===== config.mk =====
export PLATFORM = sky130hd
export DESIGN_NAME = post_seq_top
export DESIGN_NICKNAME = d
export VERILOG_FILES = /design/src/rtl/post_seq_pkg.sv /design/src/rtl/post_phase_timer.sv /design/src/rtl/post_start_dec.sv /design/src/rtl/post_status_regs.sv /design/src/rtl/post_seq_top.sv
export SDC_FILE = /design/constraint.sdc
export NUM_CORES = 1
export LEC_CHECK = 0
export BUFFER_PORTS_ARGS = -buffer_cell sky130_fd_sc_hd__clkbuf_2
export CORE_MARGIN = 3
export CORE_UTILIZATION = 55
export CTS_CLUSTER_SIZE = 20
export DETAILED_ROUTE_END_ITERATION = 8
export HOLD_SLACK_MARGIN = 0.1
export PLACE_DENSITY = 0.8
export SYNTH_ARGS = -nofsm -noshare
export SYNTH_HDL_FRONTEND = slang
export SYNTH_SLANG_ARGS = --single-unit
export TNS_END_PERCENT = 50

===== constraint.sdc =====
create_clock -name clk -period 2.74 [get_ports clk]
set_input_delay 0.137 -clock clk [delete_from_list [all_inputs] [get_ports clk]]
set_output_delay 0.137 -clock clk [all_outputs]
set_load 0.005 [all_outputs]

===== src/rtl/post_seq_pkg.sv =====
package post_seq_pkg;

  localparam int NPH  = 5;
  localparam int PHW  = 3;

  typedef enum logic [PHW-1:0] {
    PH_CKS   = 3'd0,
    PH_AF    = 3'd1,
    PH_MARCH = 3'd2,
    PH_SIG   = 3'd3,
    PH_INIT  = 3'd4
  } phase_e;

  typedef enum logic [1:0] {
    SQ_IDLE,
    SQ_START,
    SQ_WAIT,
    SQ_DONE
  } sq_state_e;

  typedef struct packed {
    logic   not_run;
    logic   cks_fail;
    logic   af_err;
    logic   mem_fail;
    logic   timeout;
    phase_e to_phase;
  } stat_t;

  typedef struct packed {
    logic   set_not_run;
    logic   set_cks;
    logic   set_af;
    logic   set_mem;
    logic   set_to;
    phase_e ph;
  } stat_upd_t;

endpackage


===== src/rtl/post_phase_timer.sv =====
module post_phase_timer
  import post_seq_pkg::*;
#(
  parameter int unsigned TMO_CKS   = 4096,
  parameter int unsigned TMO_AF    = 256,
  parameter int unsigned TMO_MARCH = 65536,
  parameter int unsigned TMO_SIG   = 16384,
  parameter int unsigned TMO_INIT  = 8192
) (
  input  logic   clk,
  input  logic   rst_n,
  input  logic   clr,
  input  logic   run,
  input  phase_e ph,
  output logic   expired
);

  localparam int unsigned M01  = (TMO_CKS > TMO_AF) ? TMO_CKS : TMO_AF;
  localparam int unsigned M23  = (TMO_MARCH > TMO_SIG) ? TMO_MARCH : TMO_SIG;
  localparam int unsigned M03  = (M01 > M23) ? M01 : M23;
  localparam int unsigned MAXL = (M03 > TMO_INIT) ? M03 : TMO_INIT;
  localparam int          CW   = $clog2(MAXL + 1);

  logic [CW-1:0] cnt;
  logic [CW-1:0] lim;

  always_comb begin
    unique case (ph)
      PH_CKS:   lim = CW'(TMO_CKS);
      PH_AF:    lim = CW'(TMO_AF);
      PH_MARCH: lim = CW'(TMO_MARCH);
      PH_SIG:   lim = CW'(TMO_SIG);
      default:  lim = CW'(TMO_INIT);
    endcase
  end

  assign expired = run && (cnt == lim - CW'(1));

  always_ff @(posedge clk or negedge rst_n) begin
    if (!rst_n) begin
      cnt <= '0;
    end else if (clr) begin
      cnt <= '0;
    end else if (run && !expired) begin
      cnt <= cnt + CW'(1);
    end
  end

  AST_TMR_IN_BUDGET: assert property (@(posedge clk) disable iff (!rst_n)
    run |-> (cnt < lim));

  AST_TMR_CLEARED: assert property (@(posedge clk) disable iff (!rst_n)
    clr |=> (cnt == '0));

endmodule


===== src/rtl/post_start_dec.sv =====
module post_start_dec
  import post_seq_pkg::*;
(
  input  logic           fire,
  input  phase_e         ph,
  output logic [NPH-1:0] start
);

  for (genvar g = 0; g < NPH; g++) begin : g_start
    assign start[g] = fire && (ph == phase_e'(g));
  end

endmodule


===== src/rtl/post_status_regs.sv =====
module post_status_regs
  import post_seq_pkg::*;
(
  input  logic      clk,
  input  logic      por_n,
  input  stat_upd_t upd,
  output stat_t     stat
);

  always_ff @(posedge clk or negedge por_n) begin
    if (!por_n) begin
      stat <= '0;
    end else begin
      if (upd.set_not_run) stat.not_run  <= 1'b1;
      if (upd.set_cks)     stat.cks_fail <= 1'b1;
      if (upd.set_af)      stat.af_err   <= 1'b1;
      if (upd.set_mem)     stat.mem_fail <= 1'b1;
      if (upd.set_to) begin
        stat.timeout  <= 1'b1;
        stat.to_phase <= upd.ph;
      end
    end
  end

  AST_STICKY_CKS: assert property (@(posedge clk) disable iff (!por_n)
    stat.cks_fail |=> stat.cks_fail);

  AST_STICKY_MEM: assert property (@(posedge clk) disable iff (!por_n)
    stat.mem_fail |=> stat.mem_fail);

  AST_STICKY_TO: assert property (@(posedge clk) disable iff (!por_n)
    stat.timeout |=> (stat.timeout && $stable(stat.to_phase)));

endmodule


===== src/rtl/post_seq_top.sv =====
module post_seq_top
  import post_seq_pkg::*;
#(
  parameter int unsigned TMO_CKS   = 4096,
  parameter int unsigned TMO_AF    = 256,
  parameter int unsigned TMO_MARCH = 65536,
  parameter int unsigned TMO_SIG   = 16384,
  parameter int unsigned TMO_INIT  = 8192
) (
  input  logic           clk,
  input  logic           por_n,
  input  logic           wrst_n,
  input  logic           otp_post_en,
  output logic [NPH-1:0] eng_start,
  input  logic [NPH-1:0] eng_done,
  input  logic [NPH-1:0] eng_pass,
  output logic           seq_done,
  output logic           stat_not_run,
  output logic           stat_cks_fail,
  output logic           stat_af_err,
  output logic           stat_mem_fail,
  output logic           stat_timeout,
  output logic [PHW-1:0] stat_to_phase
);

  logic      rst_n;
  sq_state_e state, state_n;
  phase_e    ph, ph_n;
  logic      por_pend;
  logic      expired;
  logic      done_cur, pass_cur;
  stat_upd_t upd, upd_g;
  stat_t     stat;

  assign rst_n = por_n & wrst_n;

  // pending flag: set only by power-on reset, consumed when leaving idle
  always_ff @(posedge clk or negedge por_n) begin
    if (!por_n) begin
      por_pend <= 1'b1;
    end else if (rst_n && state == SQ_IDLE) begin
      por_pend <= 1'b0;
    end
  end

  always_ff @(posedge clk or negedge rst_n) begin
    if (!rst_n) begin
      state <= SQ_IDLE;
      ph    <= PH_CKS;
    end else begin
      state <= state_n;
      ph    <= ph_n;
    end
  end

  assign done_cur = eng_done[ph];
  assign pass_cur = eng_pass[ph];

  always_comb begin
    state_n = state;
    ph_n    = ph;
    upd     = '0;
    upd.ph  = ph;
    unique case (state)
      SQ_IDLE: begin
        if (por_pend && otp_post_en) begin
          state_n = SQ_START;
          ph_n    = PH_CKS;
        end else begin
          state_n         = SQ_DONE;
          upd.set_not_run = por_pend;
        end
      end
      SQ_START: state_n = SQ_WAIT;
      SQ_WAIT: begin
        if (done_cur) begin
          unique case (ph)
            PH_CKS: begin
              if (pass_cur) begin
                ph_n    = PH_AF;
                state_n = SQ_START;
              end else begin
                upd.set_cks = 1'b1;
                state_n     = SQ_DONE;
              end
            end
            PH_AF: begin
              if (pass_cur) begin
                upd.set_af = 1'b1;
                state_n    = SQ_DONE;
              end else begin
                ph_n    = PH_MARCH;
                state_n = SQ_START;
              end
            end
            PH_MARCH: begin
              upd.set_mem = !pass_cur;
              ph_n        = PH_SIG;
              state_n     = SQ_START;
            end
            PH_SIG: begin
              upd.set_mem = !pass_cur;
              ph_n        = PH_INIT;
              state_n     = SQ_START;
            end
            default: state_n = SQ_DONE;
          endcase
        end else if (expired) begin
          upd.set_to = 1'b1;
          state_n    = SQ_DONE;
        end
      end
      default: state_n = SQ_DONE;
    endcase
  end

  assign upd_g = rst_n ? upd : '0;

  post_phase_timer #(
    .TMO_CKS  (TMO_CKS),
    .TMO_AF   (TMO_AF),
    .TMO_MARCH(TMO_MARCH),
    .TMO_SIG  (TMO_SIG),
    .TMO_INIT (TMO_INIT)
  ) u_timer (
    .clk    (clk),
    .rst_n  (rst_n),
    .clr    (state == SQ_START),
    .run    (state == SQ_WAIT),
    .ph     (ph),
    .expired(expired)
  );

  post_start_dec u_dec (
    .fire (state == SQ_START),
    .ph   (ph),
    .start(eng_start)
  );

  post_status_regs u_stat (
    .clk  (clk),
    .por_n(por_n),
    .upd  (upd_g),
    .stat (stat)
  );

  assign seq_done      = (state == SQ_DONE);
  assign stat_not_run  = stat.not_run;
  assign stat_cks_fail = stat.cks_fail;
  assign stat_af_err   = stat.af_err;
  assign stat_mem_fail = stat.mem_fail;
  assign stat_timeout  = stat.timeout;
  assign stat_to_phase = stat.to_phase;

  AST_START_ONEHOT: assert property (@(posedge clk) disable iff (!rst_n)
    $onehot0(eng_start));

  AST_START_PULSE: assert property (@(posedge clk) disable iff (!rst_n)
    (eng_start != '0) |=> (eng_start == '0));

  AST_NOTRUN_QUIET: assert property (@(posedge clk) disable iff (!rst_n)
    stat_not_run |-> (eng_start == '0));

  AST_CKS_GATE: assert property (@(posedge clk) disable iff (!rst_n)
    stat_cks_fail |-> (eng_start[NPH-1:1] == '0));

  AST_AF_GATE: assert property (@(posedge clk) disable iff (!rst_n)
    stat_af_err |-> (eng_start[NPH-1:2] == '0));

  AST_TO_ABORT: assert property (@(posedge clk) disable iff (!rst_n)
    stat_timeout |-> (eng_start == '0));

  AST_DONE_HOLD: assert property (@(posedge clk) disable iff (!rst_n)
    seq_done |=> seq_done);

  AST_TO_ENDS: assert property (@(posedge clk) disable iff (!rst_n)
    $rose(stat_timeout) |-> seq_done);

endmodule


==> results.toml, run 1 <==
[power]
leakagePower_nw = 0.910
power_density_mw_per_mm2 = 385
vdd_drop_max_mv = 0.297

[floorplanning]
fp.dieH_um = 62.5
num_rows = 19
core_mm2 = 0.00290
die_w_um = 62.5
start_util = 0.605
io_pins = 28
die_area_mm2 = 0.00390

[sta]
finClkSkew_ps = 11.0
worst_pin_slew_ps = 617
setup_viol = 0
tns_ps = 0
finalCritPeriodShare = 0.842
rsz0062_at_grt = "false"
fmax_ghz = 0.434
fin_crit_ps = 2310
slew_violations = 0
worst_hold_slack_ps = 158
finalHoldViolCount = 0
slew_headroom = 0.588

[setup_path]
crit_arrival_ps = 2530
start_kind = "flop"
cp.required_ps = 2960
r2r_end = "ph[0]$_DFFE_PN0P_"
rrSetupSlack_ps = 430
cp_slowest_cell = "dfrtp_1"
slowest_delay_ps = 660
crit_type = "flop to flop"
worstPathBufferInverterCount = 0
cp_max_fo = 16
rr_worst_depth = 5
end_kind = "flop"
cp_cell_sequence = "nor2b_1 > a211oi_1 > a2111oi_2 > a31oi_2 > mux2_1"
crit_family = "compound AO/OA/AOI/OAI gates"
worstReg2RegStart = "ph[1]$_DFFE_PN0P_"

[drt]
via_per_inst = 6.04
first_pass_iters = 4
routed_wl_um = 3920
wl_per_cell_um = 15.4
vias = 1541
drtIter0Drc = 100
drc = 0
ant_nets = 0

[yosys]
synth.avg_cell_area_um2 = 9.75
synthArstFlopShare = 1.00
synth_edf_count = 0
yosysSeqAreaShare = 0.443
synth_cells = 180
synthesis.nets = 195
synth_area_mm2 = 0.00175
synth_cell_types = 45
synth-seq-cells = 31
synth_flop_cell = "dfrtp_1"
ys_warn_count = 0

[clock_tree]
clock_path_buffers = 2
clk-insertion-delay-late_ps = 340
cts_root_buf = "clkbuf_4"
cts_setup_buffers = 0
cts_buffers = 5
cts_tree = "yes"
cts-htree-levels = 2
path_clk_slew_ps = 80
clkSinkCount = 31

[grt]
grt_max_degree = 27
antenna_found_initial = 0
gr-usage-met1 = 0.283
overflow = 0
grtUsageTotal = 0.225
met3_usage = 0.0809
grt_use_met2 = 0.348
grt.busiest_layer = "met2"
grt_pass1_vias = 1505
grt_pass1_wl_um = 7030

[worst_hold_path]
min_path_type = "primary input to flop"
hold_end = "u_stat.stat[6]$_DFFE_PN0P_"
hold_path_depth = 3
hold_start = "eng_pass[0]"

[status]
status = "complete, no violations"

[cells_and_area]
antenna_cells = 0
drive_gt1_frac = 0.225
syn_to_final_growth_pct = 14.5
nets = 227
final_common_cell = "dfrtp_1"
final_cell_mix = "dfrtp_1 (30), clkbuf_2 (26), a21oi_1 (14)"

[job]
cap_violations = 0

[place]
globalplace.congestion = 0.777
hpwl_um = 2870
portBuffers = 26
flip-flops by register name, summed over array words and instances, names as in the netlist:
| signal | count |
|---|---|
| ph | 3 |
| state | 2 |
| por_pend | 1 |
| u_stat.stat | 8 |
| u_timer.cnt | 17 |
cell families after synthesis:
group | synth area share
buffers and inverters | 0.0506
muxes | 0.0656
and+or+nand+nor | 0.275
DFF | 0.443
adders and majority gates | 0.00713
AOI/OAI and AO/OA | 0.158
per-stage QoR:
step	area, µm²	instances	setup slack [ps]	util	total power [mW]
2_1_floorplan	1750	180	821	-	0.485
3_3_place_gp	1910	243	574	0.658	0.500
3_5_place_dp	1910	243	506	0.658	0.501
4_1_cts	2010	255	486	0.692	0.781
5_1_grt	2010	255	297	0.692	0.819
6_report	2010	255	433	0.692	0.773
Yosys cell counts, types with 2 or more instances:
cell / count / area [µm²]
o31ai_1: 8 / 60.1
mux2i_1: 7 / 70.1
o21ai_1: 4 / 20.0
nand2_1: 13 / 48.8
buf_6: 3 / 33.8
nand4_1: 7 / 43.8
mux2_1: 4 / 45.0
clkbuf_1: 3 / 11.3
or2_2: 2 / 12.5
a21oi_1: 14 / 70.1
nor4_1: 3 / 18.8
nor2_1: 7 / 26.3
or3_1: 5 / 31.3
nor3_1: 5 / 25.0
dfrtp_1: 30 / 751
buf_2: 2 / 10.0
inv_1: 6 / 22.5
nand3_1: 6 / 30.0
nor2b_1: 5 / 31.3
and3_1: 3 / 18.8
o21a_1: 2 / 15.0
a31o_2: 3 / 26.3
or4_1: 7 / 52.6
and4_1: 2 / 17.5
nand2b_1: 3 / 18.8
o211ai_1: 3 / 22.5
and2_1: 5 / 31.3
worst max path at each step:
stage,cells after the start,start,end,slack [ps]
4_1_cts,5,ph[1]$_DFFE_PN0P_,ph[0]$_DFFE_PN0P_,490
3_5_place_dp,5,ph[1]$_DFFE_PN0P_,ph[0]$_DFFE_PN0P_,510
3_3_place_gp,5,ph[1]$_DFFE_PN0P_,ph[0]$_DFFE_PN0P_,570
2_1_floorplan,5,u_timer.cnt[10]$_DFFE_PN0P_,u_stat.stat[0]$_DFFE_PN0P_,820
5_1_grt,5,ph[1]$_DFFE_PN0P_,ph[0]$_DFFE_PN0P_,300
6_report,5,ph[1]$_DFFE_PN0P_,ph[0]$_DFFE_PN0P_,430
what timing repair did:
item | in CTS | in global routing
hold buffers | 4 | 0
endpoints found under the hold margin | 33 | 0
endpoints found under the setup margin | 0 | 0
resized for setup | 0 | 0
area by class of cell:
cell class / instances / area, µm²
inverter: 6 / 22.5
sequential: 31 / 777
clock inverter: 1 / 5.00
clock buffer: 7 / 55.1
multi-input combinational: 133 / 888
tap: 42 / 52.6
fill: 235 / 892
timing repair buffer: 35 / 208
layer usage:
metal | up-vias | part of all wire | wire [µm]
li1 | 749 | - | -
met5 | - | 0 | 0
met1 | 732 | 0.44 | 1710
met3 | 11 | 0.068 | 268
met4 | 0 | 0.022 | 86
met2 | 49 | 0.47 | 1850
report_power, final:
group          leakage (nW)  internal (mW)  switching, mW
Sequential            0.414          0.460        0.00215
Combinational         0.460         0.0160         0.0188
Clock                0.0353          0.124          0.152
Total                 0.910          0.600          0.173
tightest hold or removal path: stages:
cell and delay [ps]:
clkbuf_2 90, nor2_1 90, a31o_2 150
No activity file was read; power rests on OpenSTA's default activity.
==> run 2: changes to the inputs <==
- ABC_AREA: default -> 1
- PLACE_DENSITY: 0.8 -> 0.78
- clock period: 2.74 -> 2.3 ns (I/O delays scaled with it)
==> results.toml, run 2 <==
[drt]
via_per_inst = 5.43
drc = 0
vias = 2073
routed_wl_um = 5260
ant_nets = 0
first_pass_iters = 5
wl_per_cell_um = 13.8
drtIter0Drc = 241

[clock_tree]
clk-insertion-delay-late_ps = 290
path_clk_slew_ps = 70
cts_tree = "yes"
cts_buffers = 5
clock_path_buffers = 2
clkSinkCount = 31
cts_resized = 0
cts_root_buf = "clkbuf_8"
cts-htree-levels = 2

[yosys]
yosysMostFrequentCell = "nand2_1"
synthArstFlopShare = 1.00
synthTopCellsByCount = "nand2_1 (77), inv_1 (37), nand3_1 (35), nor2_1 (35), dfrtp_1 (30)"
synth.top_cells.by_area = "dfrtp_1 (34%), nand2_1 (13%), nand3_1 (7.9%)"
synth_cells = 306
synth_area_mm2 = 0.00222
synth_cell_types = 38
synth-seq-cells = 31
synth.avg_cell_area_um2 = 7.26
synth_edf_count = 0
yosysTopAreaCellShare = 0.338
synth_flop_cell = "dfrtp_1"
synthesis.nets = 321
synth_largest_area_cell = "dfrtp_1"
yosysSeqAreaShare = 0.350
ys_warn_count = 0

[cells_and_area]
largest_register_ffs = 17
largestRegisters = "u_timer.cnt x17, u_stat.stat x8, ph x3"
drive_gt1_frac = 0.213
nFillCells = 320
syn_to_final_growth_pct = 10.2
antenna_cells = 0
final_cell_mix = "nand2_1 (77), inv_1 (37), nor2_1 (35), nand3_1 (35), dfrtp_1 (30)"
nets = 348
final_common_cell = "nand2_1"
largest-register = "u_timer.cnt"

[sta]
finalCritPeriodShare = 0.892
slew_headroom = 0.541
slew_violations = 0
finalHoldViolCount = 0
tns_ps = 0
finClkSkew_ps = 10.9
worst_pin_slew_ps = 684
fmax_ghz = 0.487
setup_viol = 0
fin_crit_ps = 2050
rsz0062_at_grt = "false"

[floorplanning]
fp.dieH_um = 69.6
die_area_mm2 = 0.00484
io_pins = 28
core_mm2 = 0.00377
start_util = 0.589
num_rows = 22
die_w_um = 69.6

[grt]
overflow = 0
grt_max_degree = 24
grt_pass1_vias = 1970
grtUsageTotal = 0.235
antenna_found_initial = 0
grt_pass1_wl_um = 9190

[place]
portBuffers = 27
hpwl_um = 3770
globalplace.congestion = 0.925

[setup_path]
endpoint = "eng_start[4]"
worstReg2RegStart = "u_timer.cnt[1]$_DFFE_PN0P_"
cp_max_fo = 23
rrSetupSlack_ps = 390
startpoint = "state[1]$_DFFE_PN0P_"
end_kind = "output pin"
start_kind = "flop"
crit_arrival_ps = 1940
cp.required_ps = 2180
r2r_end = "u_timer.cnt[15]$_DFFE_PN0P_"
crit_type = "flop to output pin"
rr_worst_depth = 9

[status]
status = "complete, no violations"

[job]
cap_violations = 0

[power]
power_density_mw_per_mm2 = 826
finalPower_mw = 2.02
vdd_drop_max_mv = 0.532
leakagePower_nw = 1.31

[worst_hold_path]
min_path_type = "primary input to flop"
run 2: final cells by class:
| class | instances | area, µm² | area share |
|---|---|---|---|
| repair buffers | 31 | 170 | 0.0695 |
| flip-flops and latches | 31 | 777 | 0.317 |
| clock buffers | 5 | 68.8 | 0.0281 |
| clock inverters | 3 | 43.8 | 0.0179 |
| well taps | 48 | 60.1 | 0.0245 |
| inverters | 43 | 174 | 0.0710 |
| multi-input cells | 221 | 1150 | 0.472 |
run 2: worst max-delay path, cell delays in order (launching register included):
cell	delay [ps]
dfrtp_1	560
or2_2	590
nor4_1	310
clkbuf_2	180
run 2: cell families after synthesis:
family                     after synthesis  synth area share
AOI/OAI and AO/OA                       10            0.0281
buffers and inverters                   54             0.131
adders and majority gates                1           0.00563
xor gates and xnor gates                 5            0.0197
and+or+nand+nor                        205             0.466
DFF                                     31             0.350
run 2: through the flow:
stage | hold WS, ps | utilization | worst slack [ps] | cell area [µm²] | instances
after global placement | -15.6 | 0.614 | 447 | 2320 | 372
after floorplan | -181 | - | 766 | 2220 | 306
after detailed placement | -12.9 | 0.614 | 431 | 2320 | 372
final | 174 | 0.649 | 249 | 2450 | 382
after global routing | 187 | 0.649 | 136 | 2450 | 382
after CTS | 167 | 0.649 | 258 | 2450 | 382
run 2: timing repair:
item / in CTS / in global routing
setup buffers: 0 / 0
hold buffers: 2 / 0
endpoints found under the hold margin: 21 / 0
run 2: worst min path at each step:
stage,end,slack (ps),from,cells past startpoint
final,u_stat.stat[7]$_DFFE_PN0P_,170,otp_post_en,3
after global routing,u_stat.stat[7]$_DFFE_PN0P_,190,otp_post_en,3
after CTS,u_stat.stat[7]$_DFFE_PN0P_,170,otp_post_en,3
after detailed placement,u_stat.stat[7]$_DFFE_PN0P_,-10,por_n,1
after global placement,u_stat.stat[7]$_DFFE_PN0P_,-20,por_n,1
after floorplan,u_stat.stat[0]$_DFFE_PN0P_,-180,por_n,0
run 2: per-layer routing:
metal	GRT usage	wire length [µm]	vias up	share of wire
li1	-	-	1053	-
met1	0.328	2380	912	0.45
met2	0.355	2300	98	0.44
met3	0.0551	487	10	0.093
met4	0.0824	84	0	0.016
met5	0	0	-	0
run 2: power by group:
group / internal (mW) / total (mW) / switching [mW]
Clock: 0.322 / 0.546 / 0.224
Sequential: 0.634 / 0.760 / 0.126
Combinational: 0.236 / 0.717 / 0.481
Total: 1.19 / 2.02 / 0.831
==> run 3: changes to the inputs <==
- clock period: 2.3 -> 2.5 ns (I/O delays scaled with it)
==> results.toml, run 3 (synthesis results as in run 2) <==
[cells_and_area]
largestRegisters = "u_timer.cnt x17, u_stat.stat x8, ph x3"
nets = 348
multi_input_area_mm2 = 0.00115
fin_area_mm2 = 0.00244
seq_area_um2 = 777
syn_to_final_growth_pct = 9.91
final_cell_mix = "nand2_1 (77), inv_1 (37), nor2_1 (35), nand3_1 (35), dfrtp_1 (30)"
nFillCells = 325
drive_gt1_frac = 0.207
antenna_cells = 0
largest_register_ffs = 17
final_common_cell = "nand2_1"
final_cell_count_no_fill = 382
largest-register = "u_timer.cnt"

[place]
hpwl_um = 3750
placed_area_mm2 = 0.00232
globalplace.congestion = 0.905
dp.cells = 372
portBuffers = 27

[worst_hold_path]
hold_start = "otp_post_en"
min_path_type = "primary input to flop"

[sta]
worst_pin_slew_ps = 681
finalCritPeriodShare = 0.823
fmax_ghz = 0.486
fin_crit_ps = 2060
slew_violations = 0
rsz0062_at_grt = "false"
finClkSkew_ps = 12.5
finalHoldViolCount = 0
setup_viol = 0
slew_headroom = 0.543
tns_ps = 0

[grt]
antenna_found_initial = 0
grt_max_degree = 24
grt_pass1_wl_um = 8980
grt_pass1_vias = 1973
overflow = 0
grtUsageTotal = 0.229

[drt]
first_pass_iters = 4
routed_wl_um = 5280
drtIter0Drc = 212
drc = 0
wl_per_cell_um = 13.8
vias = 2072
via_per_inst = 5.42
ant_nets = 0

[setup_path]
cp.required_ps = 2380
worstPathBufferInverterCount = 1
startpoint = "state[1]$_DFFE_PN0P_"
crit_family = "simple AND/OR/NAND/NOR gates"
cp_cell_sequence = "or2_2 > nor4_1 > clkbuf_2"
cp_slowest_cell = "or2_2"
end_kind = "output pin"
crit_type = "flop to output pin"
worstReg2RegStart = "state[0]$_DFFE_PN0P_"
cp_max_fo = 23
start_kind = "flop"
slowest_delay_ps = 600
crit_arrival_ps = 1930

[clock_tree]
clk-insertion-delay-late_ps = 290
cts-htree-levels = 2
path_clk_slew_ps = 70
hold_buffers = 2
cts_tree = "yes"
cts_resized = 0
clock_path_buffers = 2
cts_setup_buffers = 0
cts_buffers = 5
cts_root_buf = "clkbuf_8"
clkSinkCount = 31

[floorplanning]
core_mm2 = 0.00377
die_area_mm2 = 0.00484
io_pins = 28
start_util = 0.589
num_rows = 22
fp.dieH_um = 69.6
die_w_um = 69.6

[status]
status = "complete, no violations"

[power]
power_density_mw_per_mm2 = 754
leakagePower_nw = 1.30
vdd_drop_max_mv = 0.576

[job]
cap_violations = 0
==> run 3: cell types whose count changed in the layout (fill, tap and decap cells not counted) <==
cell,change
clkbuf_1,+2
clkinv_2,-1
clkinv_4,-1
==> run 3: through the flow <==
step                       util  power [mW]  hold WS, ps  setup WS [ps]
after floorplan               -        1.25         -171            966
after global placement    0.614        1.33        -5.52            648
after detailed placement  0.614        1.35         2.64            650
after CTS                 0.648        1.84          193            428
after global routing      0.648        1.95          218            357
final                     0.648        1.84          195            442
==> run 3: final timing paths <==
path	endpoint	slack, ps	cells after the start
max	eng_start[4]	440	3
min	u_stat.stat[7]$_DFFE_PN0P_	200	3
max reg2reg	ph[0]$_DFFE_PN0P_	550	8
min reg2reg	por_pend$_DFFE_PN1P_	470	2
max in group asynchronous	u_timer.cnt[14]$_DFFE_PN0P_	1310	5
min in group asynchronous	u_stat.stat[7]$_DFFE_PN0P_	230	2
==> run 3: cell type report <==
cell class              count  share of cell area
flip-flops and latches     31               0.318
repair buffers             31              0.0697
multi-input cells         221               0.473
clock inverters             1              0.0123
clock buffers               7              0.0313
well taps                  48              0.0246
inverters                  43              0.0712
==> run 3: tightest hold or removal path: cells and delay by family <==
kind | cells | cell delay [ps]
compound gates | 1 | 190
buf+inv | 1 | 90
simple gates | 1 | 40
==> run 3: report_power, final <==
part           leakage [nW]  internal [mW]  total, mW  switching (mW)
combinational         0.837          0.217      0.658           0.441
sequential            0.411          0.584      0.700           0.116
clock                0.0524          0.298      0.484           0.186
==> run 3: metal layers <==
| layer | share of wire | vias up | track usage |
|---|---|---|---|
| li1 | - | 1042 | - |
| met2 | 0.45 | 94 | 0.359 |
| met1 | 0.44 | 927 | 0.316 |
| met5 | 0 | - | 0 |
| met4 | 0.014 | 0 | 0.0824 |
| met3 | 0.096 | 9 | 0.0420 |
